File: src/rtl/shfifo_pkg.sv
package shfifo_pkg;

  typedef enum logic [3:0] {
    ST_IDLE,
    ST_LOCK,
    ST_SREAD,
    ST_CALC,
    ST_DATA,
    ST_PUSH,
    ST_SWRITE,
    ST_UNLOCK,
    ST_DONE
  } xfer_state_e;

  // word offsets inside the status block
  localparam int unsigned STAT_CNT  = 0;
  localparam int unsigned STAT_RIDX = 1;
  localparam int unsigned STAT_WIDX = 2;
  localparam int unsigned STAT_LAST = 2;

endpackage

File: src/rtl/shfifo_stat_calc.sv
// Combinational: how many items this round can move and what the status becomes.
module shfifo_stat_calc #(
  parameter int unsigned CW = 16
) (
  input  logic          dir_wr,
  input  logic [CW-1:0] remain,
  input  logic [CW-1:0] cnt,
  input  logic [CW-1:0] ridx,
  input  logic [CW-1:0] widx,
  input  logic [CW-1:0] depth,
  output logic [CW-1:0] n_items,
  output logic [CW-1:0] start_idx,
  output logic [CW-1:0] new_cnt,
  output logic [CW-1:0] new_ridx,
  output logic [CW-1:0] new_widx
);
  logic [CW-1:0] avail;
  logic [CW:0]   sum;
  logic [CW-1:0] adv;

  always_comb begin
    avail     = dir_wr ? (depth - cnt) : cnt;
    n_items   = (remain < avail) ? remain : avail;
    start_idx = dir_wr ? widx : ridx;
    sum       = {1'b0, start_idx} + {1'b0, n_items};
    if (sum >= {1'b0, depth}) adv = CW'(sum - {1'b0, depth});
    else                      adv = sum[CW-1:0];
    new_cnt  = dir_wr ? (cnt + n_items) : (cnt - n_items);
    new_ridx = dir_wr ? ridx : adv;
    new_widx = dir_wr ? adv  : widx;
  end
endmodule

File: src/rtl/shfifo_addr_walk.sv
// Walks buffer word addresses item by item, wrapping the item index at depth.
module shfifo_addr_walk #(
  parameter int unsigned AW  = 16,
  parameter int unsigned CW  = 16,
  parameter int unsigned IWW = 4
) (
  input  logic           clk,
  input  logic           rst_n,
  input  logic           load,
  input  logic           step,
  input  logic [AW-1:0]  base,
  input  logic [CW-1:0]  start_idx,
  input  logic [CW-1:0]  depth,
  input  logic [IWW-1:0] item_words,
  input  logic [CW-1:0]  items,
  output logic [AW-1:0]  addr,
  output logic           last,
  output logic           empty
);
  logic [AW-1:0]  base_r;
  logic [CW-1:0]  idx_r;
  logic [CW-1:0]  depth_r;
  logic [CW-1:0]  left_r;
  logic [IWW-1:0] iw_r;
  logic [IWW-1:0] word_r;
  logic           item_end;

  assign item_end = (word_r == iw_r - IWW'(1));
  assign addr  = base_r + AW'(idx_r) * AW'(iw_r) + AW'(word_r);
  assign last  = (left_r == CW'(1)) && item_end;
  assign empty = (left_r == '0);

  always_ff @(posedge clk) begin
    if (!rst_n) begin
      base_r  <= '0;
      idx_r   <= '0;
      depth_r <= '0;
      left_r  <= '0;
      iw_r    <= '0;
      word_r  <= '0;
    end else if (load) begin
      base_r  <= base;
      idx_r   <= start_idx;
      depth_r <= depth;
      left_r  <= items;
      iw_r    <= item_words;
      word_r  <= '0;
    end else if (step) begin
      if (item_end) begin
        word_r <= '0;
        left_r <= left_r - CW'(1);
        idx_r  <= (idx_r == depth_r - CW'(1)) ? '0 : idx_r + CW'(1);
      end else begin
        word_r <= word_r + IWW'(1);
      end
    end
  end

  // never step past the last item, and the index stays inside the buffer
  a_r6_step_in_range: assert property (@(posedge clk) disable iff (!rst_n)
    step |-> !empty);
  a_r6_index_below_depth: assert property (@(posedge clk) disable iff (!rst_n)
    !empty |-> (idx_r < depth_r));
endmodule

File: src/rtl/shfifo_xfer.sv
module shfifo_xfer
  import shfifo_pkg::*;
#(
  parameter int unsigned AW  = 16,
  parameter int unsigned DW  = 32,
  parameter int unsigned CW  = 16,
  parameter int unsigned IWW = 4
) (
  input  logic           clk,
  input  logic           rst_n,
  input  logic           req_valid,
  output logic           req_ready,
  input  logic           req_write,
  input  logic           req_block,
  input  logic [CW-1:0]  req_count,
  input  logic [IWW-1:0] req_item_words,
  input  logic [CW-1:0]  req_depth,
  input  logic [AW-1:0]  req_lock_addr,
  input  logic [AW-1:0]  req_stat_addr,
  input  logic [AW-1:0]  req_buf_addr,
  output logic           done,
  output logic [CW-1:0]  done_count,
  input  logic           src_valid,
  output logic           src_ready,
  input  logic [DW-1:0]  src_data,
  output logic           dst_valid,
  input  logic           dst_ready,
  output logic [DW-1:0]  dst_data,
  output logic           mem_valid,
  input  logic           mem_ready,
  output logic           mem_write,
  output logic [AW-1:0]  mem_addr,
  output logic [DW-1:0]  mem_wdata,
  input  logic [DW-1:0]  mem_rdata
);
  localparam int unsigned SIW = 2;

  xfer_state_e    st;
  logic           dir_wr_r, blk_r, lock_held, last_r;
  logic [CW-1:0]  remain_r, total_r, moved_r, n_r;
  logic [CW-1:0]  cnt_r, ridx_r, widx_r, ncnt_r, nridx_r, nwidx_r, depth_r;
  logic [IWW-1:0] iw_r;
  logic [AW-1:0]  lock_r, stat_r, buf_r;
  logic [SIW-1:0] sidx;
  logic [DW-1:0]  hold_r;
  logic           fire;

  logic [CW-1:0] c_n, c_start, c_cnt, c_ridx, c_widx;
  logic [AW-1:0] w_addr;
  logic          w_last, w_empty;

  shfifo_stat_calc #(.CW(CW)) u_calc (
    .dir_wr(dir_wr_r), .remain(remain_r), .cnt(cnt_r), .ridx(ridx_r),
    .widx(widx_r), .depth(depth_r), .n_items(c_n), .start_idx(c_start),
    .new_cnt(c_cnt), .new_ridx(c_ridx), .new_widx(c_widx)
  );

  shfifo_addr_walk #(.AW(AW), .CW(CW), .IWW(IWW)) u_walk (
    .clk(clk), .rst_n(rst_n),
    .load(st == ST_CALC),
    .step(st == ST_DATA && fire),
    .base(buf_r), .start_idx(c_start), .depth(depth_r),
    .item_words(iw_r), .items(c_n),
    .addr(w_addr), .last(w_last), .empty(w_empty)
  );

  // memory request steering
  always_comb begin
    mem_valid = 1'b0;
    mem_write = 1'b0;
    mem_addr  = '0;
    mem_wdata = '0;
    unique case (st)
      ST_LOCK: begin
        mem_valid = 1'b1;
        mem_addr  = lock_r;
      end
      ST_SREAD: begin
        mem_valid = 1'b1;
        mem_addr  = stat_r + AW'(sidx);
      end
      ST_DATA: begin
        mem_addr  = w_addr;
        mem_write = dir_wr_r;
        mem_valid = dir_wr_r ? src_valid : 1'b1;
        mem_wdata = dir_wr_r ? src_data : '0;
      end
      ST_SWRITE: begin
        mem_valid = 1'b1;
        mem_write = 1'b1;
        mem_addr  = stat_r + AW'(sidx);
        if (sidx == SIW'(STAT_CNT))       mem_wdata = DW'(ncnt_r);
        else if (sidx == SIW'(STAT_RIDX)) mem_wdata = DW'(nridx_r);
        else                              mem_wdata = DW'(nwidx_r);
      end
      ST_UNLOCK: begin
        mem_valid = 1'b1;
        mem_write = 1'b1;
        mem_addr  = lock_r;
      end
      default: ;
    endcase
  end

  assign fire       = mem_valid && mem_ready;
  assign req_ready  = (st == ST_IDLE);
  assign src_ready  = (st == ST_DATA) && dir_wr_r && mem_ready;
  assign dst_valid  = (st == ST_PUSH);
  assign dst_data   = hold_r;
  assign done       = (st == ST_DONE);
  assign done_count = moved_r;

  always_ff @(posedge clk) begin
    if (!rst_n) begin
      st        <= ST_IDLE;
      dir_wr_r  <= 1'b0;
      blk_r     <= 1'b0;
      lock_held <= 1'b0;
      last_r    <= 1'b0;
      remain_r  <= '0;
      total_r   <= '0;
      moved_r   <= '0;
      n_r       <= '0;
      cnt_r     <= '0;
      ridx_r    <= '0;
      widx_r    <= '0;
      ncnt_r    <= '0;
      nridx_r   <= '0;
      nwidx_r   <= '0;
      depth_r   <= '0;
      iw_r      <= '0;
      lock_r    <= '0;
      stat_r    <= '0;
      buf_r     <= '0;
      sidx      <= '0;
      hold_r    <= '0;
    end else begin
      unique case (st)
        ST_IDLE: if (req_valid) begin
          dir_wr_r <= req_write;
          blk_r    <= req_block;
          remain_r <= req_count;
          total_r  <= req_count;
          moved_r  <= '0;
          iw_r     <= req_item_words;
          depth_r  <= req_depth;
          lock_r   <= req_lock_addr;
          stat_r   <= req_stat_addr;
          buf_r    <= req_buf_addr;
          st       <= ST_LOCK;
        end
        ST_LOCK: if (fire && mem_rdata == '0) begin
          lock_held <= 1'b1;
          sidx      <= '0;
          st        <= ST_SREAD;
        end
        ST_SREAD: if (fire) begin
          if (sidx == SIW'(STAT_CNT))       cnt_r  <= mem_rdata[CW-1:0];
          else if (sidx == SIW'(STAT_RIDX)) ridx_r <= mem_rdata[CW-1:0];
          else                              widx_r <= mem_rdata[CW-1:0];
          if (sidx == SIW'(STAT_LAST)) st <= ST_CALC;
          else                         sidx <= sidx + SIW'(1);
        end
        ST_CALC: begin
          n_r     <= c_n;
          ncnt_r  <= c_cnt;
          nridx_r <= c_ridx;
          nwidx_r <= c_widx;
          sidx    <= '0;
          st      <= (c_n == '0) ? ST_SWRITE : ST_DATA;
        end
        ST_DATA: if (fire) begin
          if (dir_wr_r) begin
            if (w_last) st <= ST_SWRITE;
          end else begin
            hold_r <= mem_rdata;
            last_r <= w_last;
            st     <= ST_PUSH;
          end
        end
        ST_PUSH: if (dst_ready) st <= last_r ? ST_SWRITE : ST_DATA;
        ST_SWRITE: if (fire) begin
          if (sidx == SIW'(STAT_LAST)) st <= ST_UNLOCK;
          else                         sidx <= sidx + SIW'(1);
        end
        ST_UNLOCK: if (fire) begin
          lock_held <= 1'b0;
          moved_r   <= moved_r + n_r;
          remain_r  <= remain_r - n_r;
          st        <= (blk_r && (remain_r != n_r)) ? ST_LOCK : ST_DONE;
        end
        ST_DONE: st <= ST_IDLE;
        default: st <= ST_IDLE;
      endcase
    end
  end

  // a request waiting for the memory keeps its address and direction
  a_r9_hold_request: assert property (@(posedge clk) disable iff (!rst_n)
    (mem_valid && !mem_ready && !(st == ST_DATA && dir_wr_r))
      |=> (mem_valid && $stable(mem_addr) && $stable(mem_write)));
  // an output word is held until taken
  a_r8_dst_hold: assert property (@(posedge clk) disable iff (!rst_n)
    (dst_valid && !dst_ready) |=> (dst_valid && $stable(dst_data)));
  // never spin on the lock while already owning it
  a_r2_no_spin_owned: assert property (@(posedge clk) disable iff (!rst_n)
    (st == ST_LOCK) |-> !lock_held);
  // status and data accesses only happen under the lock
  a_r1_access_locked: assert property (@(posedge clk) disable iff (!rst_n)
    (mem_valid && st != ST_LOCK) |-> lock_held);
  // the written-back count never exceeds the depth
  a_r3_no_overflow: assert property (@(posedge clk) disable iff (!rst_n)
    (st == ST_SWRITE) |-> (ncnt_r <= depth_r));
  // a blocking request reports its full count
  a_r5_block_complete: assert property (@(posedge clk) disable iff (!rst_n)
    (done && blk_r) |-> (done_count == total_r));
  // completion is a single-cycle pulse
  a_r10_done_pulse: assert property (@(posedge clk) disable iff (!rst_n)
    done |=> !done);
  // after reset no lock is held and the bus is quiet
  a_r11_reset_quiet: assert property (@(posedge clk)
    !rst_n |=> (!mem_valid && !lock_held && req_ready));
endmodule

File: config.mk
export PLATFORM = sky130hd
export DESIGN_NAME = shfifo_xfer
export DESIGN_NICKNAME = d
export VERILOG_FILES = /design/src/rtl/shfifo_pkg.sv /design/src/rtl/shfifo_stat_calc.sv /design/src/rtl/shfifo_addr_walk.sv /design/src/rtl/shfifo_xfer.sv
export SDC_FILE = /design/constraint.sdc
export NUM_CORES = 1
export LEC_CHECK = 0
export CORE_UTILIZATION = 53
export DETAILED_ROUTE_END_ITERATION = 10
export PLACE_DENSITY = 0.73
export SETUP_SLACK_MARGIN = 0.4
export SLEW_MARGIN = 10
export SYNTH_ARGS = -nofsm -noshare
export SYNTH_HDL_FRONTEND = slang
export SYNTH_HIERARCHICAL = 1
export SYNTH_SLANG_ARGS = --single-unit
export TNS_END_PERCENT = 5
File: constraint.sdc
create_clock -name clk -period 25 [get_ports clk]
set_clock_uncertainty 0.15 [all_clocks]
set_input_delay 6.25 -clock clk [delete_from_list [all_inputs] [get_ports clk]]
set_output_delay 6.25 -clock clk [all_outputs]
set_load 0.05 [all_outputs]
==> metrics.txt <==
Avg WL per Cell approximately 20 microns; height of the die ~210 microns; 1st-iter DRT viols 1785; worst min path class reg2reg; Core Util, Final 63.3%; Crit. End Element output port; CTS buffer count 39; FP Rows 77; WP data required 18.60 ns; area delta synth->final 17.4%; initial antenna violation count 0; status finished, final reports clean; Post-Syn Area 23900 sq um; Fin. Hold Viols 0; startpoint types primary input; Reg clk slew, reported paths 0.06 ns; Static Leak 11.1 nW; core region area 44300 sq um; hold_buf cts 0; Setup violations, final 0; Initial Util roughly 54%; aggregate routed wire length 76.1 mm; Slew HR 16.9%; worst r2r src cnt_r[4]; io pins roughly 260; DR pass1 iterations 6; Worst Hold Path EP lock_r[4]; GPL Wtd Cong 0.943; Tot GR Track Use 32.4%; root buffer cell clkbuf_16; fillcell total 3839; WS Path Type in2out; pin count of the biggest net entering global routing 114; CTS max path bufs 3; max cap viols 0; met3 Usage GRT 3.83%; H-tree depth 2; fin crit period between 10 and 15 ns; Synth Area per Inst roughly 8.1 sq um; Setup TNS 0 ns; first-pass GRT wire length roughly 120 mm; Setup Buffers After CTS 0; Design Power 3.76 mW; Post-CTS Resized 0; Nets around 3500; CTS sink cnt 325; Syn Inst Count 2961; ant diodes 0; final worst path period share a little under 60%; warnings from Yosys 6; Least-Margin Pin Slew 1.25 ns; Via density about 5.9; most frequent cells in the layout 443 x nand2_1, 324 x dfxtp_1, 256 x clkdlybuf4s50_1; DIE AREA 46000 sq um; R2R Setup Slk 13.21 ns; DR vias 21900; gr busiest metal met2; reg2reg path depth 43; Critical R2R Capture nridx_r[4]; min-delay src lock_r[4]; Peak VDD IR 133 uV; Max Freq about 70 MHz; DRC errors left 0; worst skew pair latency between 0.5 and 0.6 ns; GRT met2 Usage 54.4%; Hold Crit Depth 2; Port Buffers 257; Die Width 214 microns; pwr dens 134 nW/um^2; CTS tree done; final hold slack 0.315 ns; layout cell share with drive strength beyond 1 5.29%; most common cell after layout, fill and taps aside nand2_1; antenna-violating nets left 0; routing usage on met1 42.5%; total grt overflow 0; Final HPWL DP 57.3 mm; max-slew violations 0; RSZ-0062 raised after global routing no; CP Max Fanout 3; Arr. time, crit path approximately 8.1 ns; syn_nets roughly 3300; number of global-route vias before repair 21100
critical path, stage by stage:
cell,delay (ns)
clkdlybuf4s50_1,0.47
nand2b_1,0.11
a21oi_1,0.09
o221ai_2,0.23
nor2b_1,0.17
clkdlybuf4s50_1,0.82
sequential cells by signal, summed over array words and instances (netlist names), 16 cells and up:
register / flops
buf_r: 16
cnt_r: 16
depth_r: 16
done_count: 16
dst_data: 32
lock_r: 16
n_r: 16
ncnt_r: 16
nridx_r: 16
nwidx_r: 16
remain_r: 16
ridx_r: 16
stat_r: 16
u_walk/base_r: 16
u_walk/depth_r: 16
u_walk/idx_r: 16
u_walk/left_r: 16
widx_r: 16
through the flow:
stage               worst slack, ns  area [sq um]  cells
floorplan                     11.29         23900   2961
global placement              10.49         26700   3676
detailed placement            10.46         26700   3676
CTS                           10.44         28100   3748
global route                  10.37         28100   3748
finish                        10.46         28100   3748
worst max path at each step:
stage                         start   endpoint
after detailed placement  src_valid  mem_valid
final                     src_valid  mem_valid
after floorplan           src_valid  mem_valid
after global placement    src_valid  mem_valid
after global routing      src_valid  mem_valid
after CTS                 src_valid  mem_valid
per-layer routing:
| layer | wire, microns | share of wire, % | up-vias |
|---|---|---|---|
| met5 | 0 | 0 | - |
| met4 | 2770 | 3.6 | 0 |
| met3 | 4730 | 6.2 | 131 |
| met2 | 36000 | 47 | 775 |
| met1 | 32500 | 43 | 10600 |
| li1 | - | - | 10500 |
power by group:
part | switching (mW) | internal, mW
Clock | 0.242 | 0.357
Combinational | 1.62 | 0.895
Sequential | 0.0738 | 0.571
Total | 1.93 | 1.82
layout make-up:
cell class | count | area [sq um] | area share (%)
Clock buffer | 52 | 1110 | 3.94
Clock inverter | 20 | 253 | 0.901
Inverter | 202 | 761 | 2.71
Timing Repair Buffer | 280 | 2750 | 9.79
Sequential cell | 325 | 6510 | 23.2
Tap cell | 592 | 741 | 2.64
Multi-Input combinational cell | 2277 | 15900 | 56.8
(Power assumes the default switching activity.)
